$ cat src/rtl/gpio_aggr_pkg.sv
package gpio_aggr_pkg;
    localparam int REG_W  = 32;
    localparam int ADDR_W = 4;
    localparam int MST_EN_BIT  = 0;
    localparam int MST_EOI_BIT = 1;

    typedef enum logic [1:0] {
        SEL_STAT_LO = 2'd0,
        SEL_STAT_HI = 2'd1,
        SEL_MASTER  = 2'd2,
        SEL_NONE    = 2'd3
    } reg_sel_e;

    typedef struct packed {
        logic             rd;
        logic             wr;
        reg_sel_e         sel;
        logic [REG_W-1:0] wdata;
    } bus_req_t;

    function automatic reg_sel_e decode_sel(input logic [ADDR_W-1:0] addr);
        return reg_sel_e'(addr[3:2]);
    endfunction
endpackage

$ cat src/rtl/gpio_aggr_reduce.sv
module gpio_aggr_reduce #(
    parameter int NUM_PINS = 184,
    parameter int GRP      = 4,
    parameter int NUM_SUM  = (NUM_PINS + GRP - 1) / GRP
) (
    input  logic [NUM_PINS-1:0] pend,
    output logic [NUM_SUM-1:0]  summary
);
    localparam int PADDED = NUM_SUM * GRP;

    logic [PADDED-1:0] pend_pad;
    assign pend_pad = PADDED'(pend);

    for (genvar g = 0; g < NUM_SUM; g++) begin : g_grp
        assign summary[g] = |pend_pad[g*GRP +: GRP];
    end
endmodule

$ cat src/rtl/gpio_aggr_regs.sv
module gpio_aggr_regs
    import gpio_aggr_pkg::*;
#(
    parameter int NUM_SUM = 46
) (
    input  logic             clk,
    input  logic             rst,
    input  bus_req_t         req,
    input  logic [NUM_SUM-1:0] summary,
    output logic [REG_W-1:0] rdata,
    output logic             en_q,
    output logic             en_nxt,
    output logic             eoi_pulse
);
    localparam int STAT_W = 2 * REG_W;

    logic [STAT_W-1:0] stat_all;
    logic [REG_W-1:0]  rd_word;
    logic              wr_mst;

    assign stat_all = STAT_W'(summary);

    always_comb begin
        wr_mst    = req.wr && (req.sel == SEL_MASTER);
        en_nxt    = wr_mst ? req.wdata[MST_EN_BIT] : en_q;
        eoi_pulse = wr_mst && req.wdata[MST_EOI_BIT];
    end

    always_comb begin
        rd_word = '0;
        unique case (req.sel)
            SEL_STAT_LO: rd_word = stat_all[REG_W-1:0];
            SEL_STAT_HI: rd_word = stat_all[STAT_W-1:REG_W];
            SEL_MASTER:  rd_word[MST_EN_BIT] = en_q;
            default:     rd_word = '0;
        endcase
    end

    always_ff @(posedge clk) begin
        if (rst) begin
            en_q  <= 1'b0;
            rdata <= '0;
        end else begin
            en_q <= en_nxt;
            if (req.rd) begin
                rdata <= rd_word;
            end
        end
    end
endmodule

$ cat src/rtl/gpio_aggr_irq.sv
module gpio_aggr_irq (
    input  logic clk,
    input  logic rst,
    input  logic any_pend,
    input  logic en_nxt,
    input  logic eoi,
    output logic irq_q,
    output logic blocked_q
);
    logic irq_d;
    logic blocked_d;

    always_comb begin
        irq_d     = en_nxt && any_pend && (irq_q || !blocked_q || eoi);
        blocked_d = eoi ? 1'b0 : (blocked_q || irq_q);
    end

    always_ff @(posedge clk) begin
        if (rst) begin
            irq_q     <= 1'b0;
            blocked_q <= 1'b0;
        end else begin
            irq_q     <= irq_d;
            blocked_q <= blocked_d;
        end
    end
endmodule

$ cat src/rtl/gpio_irq_aggr.sv
module gpio_irq_aggr
    import gpio_aggr_pkg::*;
#(
    parameter int NUM_PINS = 184,
    parameter int GRP      = 4
) (
    input  logic                clk,
    input  logic                rst,
    input  logic [NUM_PINS-1:0] pin_pend,
    input  logic                bus_en,
    input  logic                bus_we,
    input  logic [ADDR_W-1:0]   bus_addr,
    input  logic [REG_W-1:0]    bus_wdata,
    output logic [REG_W-1:0]    bus_rdata,
    output logic                irq_o
);
    localparam int NUM_SUM = (NUM_PINS + GRP - 1) / GRP;

    bus_req_t            req;
    logic [NUM_SUM-1:0]  summary;
    logic                en_q;
    logic                en_nxt;
    logic                eoi_pulse;
    logic                blocked;

    always_comb begin
        req.rd    = bus_en && !bus_we;
        req.wr    = bus_en && bus_we;
        req.sel   = decode_sel(bus_addr);
        req.wdata = bus_wdata;
    end

    gpio_aggr_reduce #(.NUM_PINS(NUM_PINS), .GRP(GRP), .NUM_SUM(NUM_SUM)) reduce_i (
        .pend    (pin_pend),
        .summary (summary)
    );

    gpio_aggr_regs #(.NUM_SUM(NUM_SUM)) regs_i (
        .clk       (clk),
        .rst       (rst),
        .req       (req),
        .summary   (summary),
        .rdata     (bus_rdata),
        .en_q      (en_q),
        .en_nxt    (en_nxt),
        .eoi_pulse (eoi_pulse)
    );

    gpio_aggr_irq irq_i (
        .clk       (clk),
        .rst       (rst),
        .any_pend  (|summary),
        .en_nxt    (en_nxt),
        .eoi       (eoi_pulse),
        .irq_q     (irq_o),
        .blocked_q (blocked)
    );
endmodule

$ cat config.mk
export PLATFORM = sky130hd
export DESIGN_NAME = gpio_irq_aggr
export DESIGN_NICKNAME = d
export VERILOG_FILES = /design/src/rtl/gpio_aggr_pkg.sv /design/src/rtl/gpio_aggr_reduce.sv /design/src/rtl/gpio_aggr_regs.sv /design/src/rtl/gpio_aggr_irq.sv /design/src/rtl/gpio_irq_aggr.sv
export SDC_FILE = /design/constraint.sdc
export NUM_CORES = 1
export LEC_CHECK = 0
export ABC_AREA = 1
export BUFFER_PORTS_ARGS = -buffer_cell sky130_fd_sc_hd__buf_2
export CORE_AREA = 2 2 98 100
export CTS_BUF_LIST = sky130_fd_sc_hd__clkbuf_8
export DETAILED_ROUTE_END_ITERATION = 10
export DIE_AREA = 0 0 100 102
export HOLD_SLACK_MARGIN = 0.08
export SLEW_MARGIN = 25
export SYNTH_ARGS = -nofsm -noshare
export SYNTH_HDL_FRONTEND = slang
export SYNTH_HIERARCHICAL = 1
export SYNTH_SLANG_ARGS = --single-unit
export TNS_END_PERCENT = 5
$ cat constraint.sdc
create_clock -name clk -period 1.3 [get_ports clk]
set_clock_uncertainty 0.1 [all_clocks]
set_input_delay 0.26 -clock clk [delete_from_list [all_inputs] [get_ports clk]]
set_output_delay 0.26 -clock clk [all_outputs]
set_load 0.01 [all_outputs]
; After elaboration in Yosys (flattened, before gate mapping)
; Index checks and enable logic that the tools add are counted.
[classes]
n_eq_ne = 2
mux = 3
reduce_logical = 60
[ops]
columns = operator, n
row1 = $reduce_or 184->1, 1
row2 = $reduce_or 4->1, 46
row3 = $pmux 31 s2, 1
row4 = $logic_and 1x1->1, 6
row5 = $logic_or 1x1->1, 3
row6 = $pmux 1 s3, 1
row7 = $eq 2x1->1 const B, 1
row8 = $eq 2x2->1 const B, 1
row9 = $logic_not 1->1, 2
row10 = $logic_not 2->1, 1
row11 = $reduce_or 2->1, 1
row12 = $mux 1, 1
[totals]
regBits = 35
output_inout_bits = 33
elab_cells = 69

; Longest topological paths before layout
; Gate-level depths: netlist of run 1.
[depth]
ltp_word = 5
depth_mapped = 12
ltp_nobuf = 12

; Cells and area by module
; Netlist of run 1, hierarchy kept.
[modules_own_cells]
columns = mod, cells_per_inst, instances, seq_area_each_um2, area_per_inst_um2
row1 = gpio_aggr_regs, 212, 1, 660.6, 1448.9
row2 = gpio_aggr_reduce, 138, 1, 0.0, 518.0
row3 = gpio_irq_aggr, 45, 1, 0.0, 176.4
row4 = gpio_aggr_irq, 10, 1, 40.0, 71.3

; Worst setup path after synthesis of run 1
; No wires, ideal clock.
[synth_path]
path_kind = input port to flip-flop
startpoint = input pin_pend[7]
endpoint = register irq_i.irq_q
arrival_ns = 1.042
n_path_buf = 0
setup_time_ns = 0.109
stages = 11
slack_ns = 0.049
cell_sequence = nor2_1 > nand2_1 > or2_1 > nor2_1 > nand2_1 > nor2_1 > nand2_1 > nand2_1 > nor2_1 > nand2_1 > inv_1
[synth_between]
elab_chain_cells = 3
[synth_lines]
columns = element, line_no
row1 = from (decl), gpio_irq_aggr.sv:9  ; input logic [NUM_PINS-1:0] pin_pend,
row2 = $reduce_or 184->1, gpio_irq_aggr.sv:52  ; .any_pend (|summary),
row3 = $logic_and 1x1->1 (2 in series), gpio_aggr_irq.sv:14  ; irq_d = en_nxt && any_pend && (irq_q || !blocked_q || eoi);
row4 = to (signal assigned), gpio_aggr_irq.sv:23  ; irq_q <= irq_d;
row5 = to (decl), gpio_aggr_irq.sv:7  ; output logic irq_q,
; Every way passes these cells.
; A chain may end at the register's enable or synchronous reset.

; Final worst setup path of run 1
[layout_path]
startpoint = input pin_pend[109]
endpoint = register irq_i.irq_q
; Same word-level chain as after synthesis.

==> impl_metrics.tcl, run 1 <==
set metrics [dict create \
    ant_nets 0 \
    ys_seq_area_share_pct 31.64 \
    cts_buffers 5 \
    nets 894 \
    placed_area_um2 3781 \
    irDropWorstVdd_mv 0.4064 \
    p_clk_share_pct 29.1 \
    p_leak_nw 2.145 \
    antenna_found_initial 0 \
    wl_per_cell_um 10.81 \
    std_cell_rows 35 \
    fmax_mhz 815.4 \
    min_path_cells 3 \
    seq_area_um2 700.7 \
    clock_path_buffers 2 \
    dpl_worst_slack_ps -290.6 \
    cp_top_family "simple AND/OR/NAND/NOR gates" \
    grt_pass1_vias 2978 \
    relSlewSlack_pct 77.91 \
    syn_avg_cell_area_um2 5.468 \
    cts_hold_buf 0 \
    clock-root-buffer "clkbuf_8" \
    multi_input_area_um2 1406 \
    clk_latency_ps 280 \
    drive_gt1_share_pct 44.63 \
    dr.first_iter.drc_count 35 \
    synth_compound_area_share_pct 8.588 \
    netlist_area_um2 2215 \
    die_area_um2 10200 \
    hpwl_mm 6.947 \
    critical_path.max_stage_delay_ps 150 \
    vias 3323 \
    io_pins 257 \
    ff2ff_path_depth 8 \
    critPathCapture "irq_i/irq_q" \
    synth_xor_area_share_pct 0 \
    setup_viol 0 \
    cts_tree "yes" \
    cp-start-kind "primary input" \
    synthSimpleGateAreaFrac_pct 52.20 \
    synth.distinct_cells 18 \
    endpoint_kind "flip-flop" \
    worstMarginPinSlew_ps 330.5 \
    outcome "finished, final reports clean" \
    fin_util_pct 43.43 \
    fin_setup_tns_ps 0 \
    min_period_over_period_pct 94.34 \
    synthAdderAreaFrac_pct 0 \
    fin_crit_ps 1226 \
    crit_buf_inv 2 \
    drc_errors 0 \
    cap_violations 0 \
    antennaDiodeCount 0 \
    synth_top_family_by_area "simple AND/OR/NAND/NOR gates" \
    required_ps 1390 \
    ys_seq_elements 35 \
    start_util_pct 24.31 \
    hp-class "in2reg" \
    synth_mux_area_share_pct 0 \
    grtUsageTotal_pct 15.86 \
    final_area_um2 3956 \
    clock-sinks 35 \
    path_class "in2reg" \
    placedCellCount 771 \
    cp_cell_sequence "buf_2 > nor2_1 > nand2_1 > nor2_1 > nand2_1 > nor2_2 > nand2_2 > nor2_2 > nand2_1 > nand2_1 > nor2_1 > nand2_1 > inv_1" \
    power.density_nw_per_um2 701.1 \
    path_max_fanout 2 \
    area_growth_pct 78.64 \
    cpMostUsedCell "nand2_1" \
    nFillCells 978 \
    r2r_start "regs_i/en_q" \
    wirelength_mm 8.440 \
    grt_max_degree 65 \
    via_per_inst 4.255 \
    grt_pass1_wl_mm 13.10 \
    swShare_pct 28.53 \
    syn_inst 405 \
    hold_violations 0 \
    htreeDepth 2 \
    synth_nets 629 \
    reg2reg_slack_ps 340 \
    overflow 0 \
    rsz0062_at_grt "false" \
    first_pass_iters 4 \
    pwr-share-comb_pct 28.7 \
    chipHeight_um 102 \
    p_switching_mw 0.7914 \
    die_w_um 100 \
    cp_slowest_cell "nor2_1" \
    slew_violations 0 \
    share_seq_of_total_power_pct 42.2 \
    r2r_end "irq_i/irq_q" \
    p_int_mw 1.982 \
    yosys_warnings 6 \
    core_area_um2 9109 \
    crit_cells 13 \
    arrival_ps 1310 \
    clkTransAtPathRegs_ps 70 \
    setup.worst_path.start "pin_pend[109]" \
    gp_congestion 0.7773 \
    timing.final.ws_setup_ps 73.53 \
    fin_cells 781 \
    io_buffers 224 \
]
logic make-up after synthesis:
family,after synthesis
and+or+nand+nor,296
buffers and inverters,36
DFF,35
AOI/OAI and AO/OA,38
routing by layer:
| layer | vias up | track usage, % | wire length [um] |
|---|---|---|---|
| li1 | 1771 | - | - |
| met4 | 0 | 2.529 | 57 |
| met3 | 6 | 3.694 | 677 |
| met2 | 145 | 31.13 | 4258 |
| met1 | 1401 | 17.66 | 3445 |
| met5 | - | 0 | 0 |
Yosys cell counts (all sizes together):
| master | n | area (um^2) |
|---|---|---|
| clkbuf | 6 | 23.77 |
| nor3 | 1 | 5.000 |
| nand4 | 2 | 12.51 |
| inv | 23 | 86.33 |
| nand3 | 17 | 85.08 |
| dfxtp | 35 | 700.7 |
| nor2 | 156 | 600.6 |
| a21oi | 18 | 90.09 |
| or2 | 1 | 6.260 |
| nand2 | 119 | 446.7 |
| o21ai | 20 | 100.1 |
| buf | 7 | 57.54 |
placed cells by master, fill, tap and decap left out, types with 2 or more instances in the layout:
cell	synthesis	final
nor2_2	0	11
clkbuf_8	0	6
nand3_1	17	17
buf_2	1	222
buf_12	0	4
nor2_1	154	140
nand2_2	0	4
nand2_1	119	115
o21ai_0	20	20
buf_4	2	43
nand4_1	2	2
inv_1	22	22
nor2_4	2	5
a21oi_1	18	18
buf_6	3	2
dfxtp_1	35	35
flip-flops by register name, summed over array words and instances, names as in the netlist:
signal / cells
regs_i/rdata: 32
irq_i/blocked_q: 1
regs_i/en_q: 1
irq_i/irq_q: 1
final cells by class:
cell class              count  share of cell area, %
flip-flops and latches     35                  17.71
inverters                  23                  2.182
clock inverters             1                 0.1265
clock buffers               6                  2.087
multi-input cells         334                  35.55
well taps                 111                  3.510
repair buffers            271                  38.84
worst min path at each step:
stage                     from              end  slack, ps
6_report          bus_wdata[0]      regs_i/en_q        190
5_1_grt           bus_wdata[0]      regs_i/en_q        180
4_1_cts           bus_wdata[0]      regs_i/en_q        170
3_5_place_dp   irq_i/blocked_q      irq_i/irq_q        360
3_3_place_gp   irq_i/blocked_q  irq_i/blocked_q        370
2_1_floorplan              rst  irq_i/blocked_q        240
tightest hold or removal path, cell delays in order:
cell and delay [ps]:
buf_2 70, o21ai_0 100, nor2_1 100
power groups by stage:
stage          logic (mW)  clock network, mW  registers (mW)
2_1_floorplan       0.277                  0            1.23
3_3_place_gp        0.773                  0            1.19
3_5_place_dp        0.788                  0            1.20
4_1_cts             0.790              0.845            1.17
5_1_grt             0.898              0.901            1.18
6_report            0.796              0.806            1.17
timing repair:
action | in CTS | in global routing
endpoints found under the hold margin | 0 | 0
endpoints found under the setup margin | 0 | 1
gates resized for setup | 0 | 21
setup buffers | 0 | 3
stage by stage:
stage | hold WS (ps) | total power [mW]
final | 186.8 | 2.774
after global routing | 184.5 | 2.979
after CTS | 170.9 | 2.808
after detailed placement | 358.1 | 1.985
after global placement | 371.0 | 1.967
after floorplan | 236.8 | 1.504
No activity file was read; power rests on OpenSTA's default activity.
==> run 2: changes to the inputs <==
- ABC_AREA: 1 -> default
- CORE_AREA: 2 2 98 100 -> 2 2 99 101
- DIE_AREA: 0 0 100 102 -> 0 0 101 103
==> impl_metrics.tcl, run 2 <==
set metrics [dict create \
    io_pins 257 \
    mostFrequentLayoutCells "buf_2 (223), dfxtp_1 (35), or4_1 (34)" \
    irDropWorstVdd_mv 0.3382 \
    synth_edf_count 0 \
    grtUsageTotal_pct 13.99 \
    core_area_um2 9459 \
    timing.final.ws_setup_ps -513.2 \
    synth_top_area_share_pct 40.03 \
    rsz0062_at_grt "true" \
    overflow 0 \
    placed_area_um2 3223 \
    clkTransAtPathRegs_ps 80 \
    gp_congestion 0.7646 \
    yosysMostFrequentCell "or4_1" \
    ant_nets 0 \
    wl_per_cell_um 13.92 \
    fin_setup_tns_ps -675.3 \
    worstMarginPinSlew_ps 296.4 \
    hp-class "in2reg" \
    hpwl_mm 6.633 \
    fin_crit_ps 1813 \
    post_cts_buffers 0 \
    netlist_area_um2 1750 \
    min_path_cells 3 \
    min_period_over_period_pct 139.5 \
    largest_reg_flops 32 \
    first_pass_iters 4 \
    clock_path_buffers 2 \
    final_common_cell "buf_2" \
    path_max_fanout 2 \
    grt_pass1_wl_mm 11.27 \
    ff2ff_path_depth 2 \
    clock-root-buffer "clkbuf_8" \
    cts_tree "yes" \
    synth.area.top_cells "dfxtp_1 (40%), or4_1 (20%), mux2i_1 (7.4%)" \
    htreeDepth 2 \
    clk_latency_ps 280 \
    grt_pass1_vias 2416 \
    antennaDiodeCount 0 \
    violations "setup timing" \
    die_area_um2 10400 \
    outcome "complete, but fails checks" \
    std_cell_rows 36 \
    syn_avg_cell_area_um2 9.565 \
    nFillCells 1045 \
    die_w_um 101 \
    cts_buffers 5 \
    ys_seq_elements 35 \
    synth_flop_cell "dfxtp_1" \
    synth_nets 407 \
    vias 2481 \
    endpoint_kind "flip-flop" \
    io_buffers 224 \
    p_leak_nw 1.736 \
    arrival_ps 1890 \
    fin_util_pct 35.99 \
    path_class "in2reg" \
    power.density_nw_per_um2 719.4 \
    cp-start-kind "primary input" \
    antenna_found_initial 0 \
    relSlewSlack_pct 80.06 \
    synth.distinct_cells 27 \
    hold_violations 0 \
    required_ps 1380 \
    async_flop_share_pct 0 \
    setup_viol 2 \
    grt_max_degree 32 \
    drc_errors 0 \
    cap_violations 0 \
    ys_seq_area_share_pct 40.03 \
    start_util_pct 18.51 \
    via_per_inst 4.511 \
    cts_hold_buf 0 \
    yosys_warnings 6 \
    wirelength_mm 7.658 \
    chipHeight_um 103 \
    nets 659 \
    drive_gt1_share_pct 66.74 \
    slew_violations 0 \
    area_growth_pct 94.50 \
    yosysTopAreaCell "dfxtp_1" \
    ys_top_cells_by_count "or4_1 (46), dfxtp_1 (35), nand2_1 (15)" \
    fmax_mhz 551.5 \
    regMostFlops "regs_i/rdata" \
    final_area_um2 3405 \
    dr.first_iter.drc_count 49 \
    syn_inst 183 \
    clock-sinks 35 \
]
## run 2: path summary, 6_finish.rpt
path,startpoint,endpoint,slack (ps)
max,pin_pend[173],irq_i/irq_q,-510
min,rst,irq_i/irq_q,190
max reg2reg,regs_i/en_q,regs_i/en_q,380
min reg2reg,irq_i/blocked_q,irq_i/irq_q,350
## run 2: metrics by stage
stage	worst slack (ps)	power, mW	hold WS (ps)	std cells
floorplan	-534.5	1.308	224.6	183
global placement	-968.6	1.682	332.0	542
detailed placement	-963.8	1.696	343.5	542
CTS	-533.2	2.490	177.1	550
global route	-589.6	2.607	183.5	550
finish	-513.2	2.449	186.8	550
## run 2: where the power goes
part / switching, mW / total (mW) / internal (mW) / leakage (nW)
combinational: 0.214 / 0.547 / 0.333 / 1.41
sequential: 0.0202 / 1.13 / 1.11 / 0.285
clock: 0.403 / 0.770 / 0.367 / 0.0453
## run 2: cell families after synthesis
family | share of synthesized area [%]
and+or+nand+nor | 34.31
DFF | 40.03
AOI/OAI and AO/OA | 14.08
muxes | 8.720
buffers and inverters | 2.859
## run 2: cell type report
class	instances	area, um^2	share of cell area [%]
Tap cell	114	142.6	4.190
Timing Repair Buffer	252	1350	39.65
Multi-Input combinational cell	139	1119	32.86
Inverter	2	7.507	0.2205
Sequential cell	35	700.7	20.58
Clock inverter	3	16.27	0.4778
Clock buffer	5	68.82	2.021
## run 2: what timing repair did
action / 4_1_cts / 5_1_grt
gates resized for setup: 12 / 5
endpoints found under the setup margin: 2 / 20
pin swaps: 6 / 0
## run 2: routing by layer
layer,wire length (um),global-route usage (%)
met4,44,3.638
met1,3227,17.43
met3,501,3.051
met2,3884,24.56
met5,0,0
## run 2: critical path, cell delays in order
cell      delay, ps
buf_2            90
or4_1           600
nor4_4          230
buf_4           140
nand4_1         100
or3_1           360
nand2_1          80
a211oi_2         30
==> run 3: changes to the inputs <==
--- a/constraint.sdc
+++ b/constraint.sdc
@@ -4,2 +4,2 @@
 set_output_delay 0.26 -clock clk [all_outputs]
-set_load 0.01 [all_outputs]
+set_load 0.05 [all_outputs]
==> impl_metrics.tcl, run 3 (synthesis gave the netlist of run 2 again) <==
set metrics [dict create \
    outcome "complete, but fails checks" \
    violations "setup timing" \
    power.density_nw_per_um2 749.7 \
    required_ps 1380 \
    slew_violations 0 \
    arrival_ps 1890 \
    drc_errors 0 \
    min_period_over_period_pct 139.4 \
    cp-start-kind "primary input" \
    io_pins 257 \
    clk_latency_ps 280 \
    chipHeight_um 103 \
    htreeDepth 2 \
    cp_slowest_cell "or4_1" \
    die_w_um 101 \
    clkTransAtPathRegs_ps 80 \
    overflow 0 \
    cts_hold_buf 0 \
    cts_tree "yes" \
    hpwl_mm 6.633 \
    clock-sinks 35 \
    hold_violations 0 \
    cts_buffers 5 \
    fmax_mhz 551.7 \
    drive_gt1_share_pct 66.74 \
    final_common_cell "buf_2" \
    path_max_fanout 2 \
    irDropWorstVdd_mv 0.3384 \
    timing.final.ws_setup_ps -512.7 \
    wl_per_cell_um 13.91 \
    ant_nets 0 \
    nets 659 \
    grtUsageTotal_pct 13.99 \
    vias 2483 \
    hp-class "in2reg" \
    first_pass_iters 4 \
    cp_top_family "simple AND/OR/NAND/NOR gates" \
    clock-root-buffer "clkbuf_8" \
    crit_buf_inv 2 \
    dpl_worst_slack_ps -963.8 \
    via_per_inst 4.515 \
    placedCellCount 542 \
    fin_cells 550 \
    grt_max_degree 32 \
    worstMarginPinSlew_ps 296.4 \
    dr.first_iter.drc_count 49 \
    clock_path_buffers 2 \
    final_area_um2 3432 \
    critical_path.max_stage_delay_ps 600 \
    p_leak_nw 1.730 \
    cap_violations 0 \
    rsz0062_at_grt "true" \
    placed_area_um2 3223 \
    antenna_found_initial 0 \
    grt_pass1_wl_mm 11.27 \
    post_cts_buffers 0 \
    largest_reg_flops 32 \
    core_area_um2 9459 \
    endpoint_kind "flip-flop" \
    io_buffers 224 \
    wirelength_mm 7.650 \
    fin_util_pct 36.28 \
    mostFrequentLayoutCells "buf_2 (212), dfxtp_1 (35), or4_1 (34)" \
    fin_crit_ps 1813 \
    std_cell_rows 36 \
    die_area_um2 10400 \
    gp_congestion 0.7646 \
    regMostFlops "regs_i/rdata" \
    setup_viol 2 \
    reg2reg_slack_ps 380 \
    start_util_pct 18.51 \
    grt_pass1_vias 2416 \
    antennaDiodeCount 0 \
    path_class "in2reg" \
    area_growth_pct 96.07 \
    cp_cell_sequence "buf_2 > or4_1 > nor4_4 > buf_4 > nand4_1 > or3_1 > nand2_1 > a211oi_2" \
    p_total_mw 2.573 \
    relSlewSlack_pct 80.06 \
    nFillCells 1040 \
]
[run 3: path summary, 6_finish.rpt]
kind / start / cells past startpoint / to
max: pin_pend[173] / 8 / irq_i/irq_q
min: rst / 3 / irq_i/irq_q
max reg2reg: regs_i/en_q / 2 / regs_i/en_q
min reg2reg: irq_i/blocked_q / 1 / irq_i/irq_q
[run 3: routing by layer]
| layer | global-route usage, % | vias to the layer above | part of all wire [%] |
|---|---|---|---|
| li1 | - | 1240 | - |
| met1 | 17.43 | 1130 | 42 |
| met2 | 24.56 | 109 | 51 |
| met3 | 3.051 | 4 | 6.6 |
| met4 | 3.638 | 0 | 0.58 |
| met5 | 0 | - | 0 |
[run 3: worst reg2reg max path, stage by stage, from the launching register on]
cell and delay, ps:
dfxtp_1 320, mux2_2 280, nor2b_1 130
[run 3: timing repair]
action,in CTS,in global routing
endpoints found under the setup margin,2,31
pin swaps,6,0
resized for setup,12,17
[run 3: final cells by class]
type | count | area, um^2 | share of cell area, %
timing repair buffer | 252 | 1378 | 40.14
multi-input combinational | 139 | 1119 | 32.59
sequential | 35 | 700.7 | 20.42
tap | 114 | 142.6 | 4.156
clock buffer | 5 | 68.82 | 2.005
clock inverter | 3 | 16.27 | 0.4739
inverter | 2 | 7.507 | 0.2187
[run 3: power breakdown]
group          internal (mW)  switching [mW]
combinational          0.339           0.331
clock                  0.367           0.404
sequential              1.11          0.0205
total                   1.82           0.756
[run 3: per-stage QoR]
stage          setup TNS (ps)  hold slack (ps)
6_report               -674.8            185.9
5_1_grt                -755.3            183.5
4_1_cts                -691.4            177.1
3_5_place_dp            -8296            343.5
3_3_place_gp            -8022            332.0
2_1_floorplan           -4277            224.6
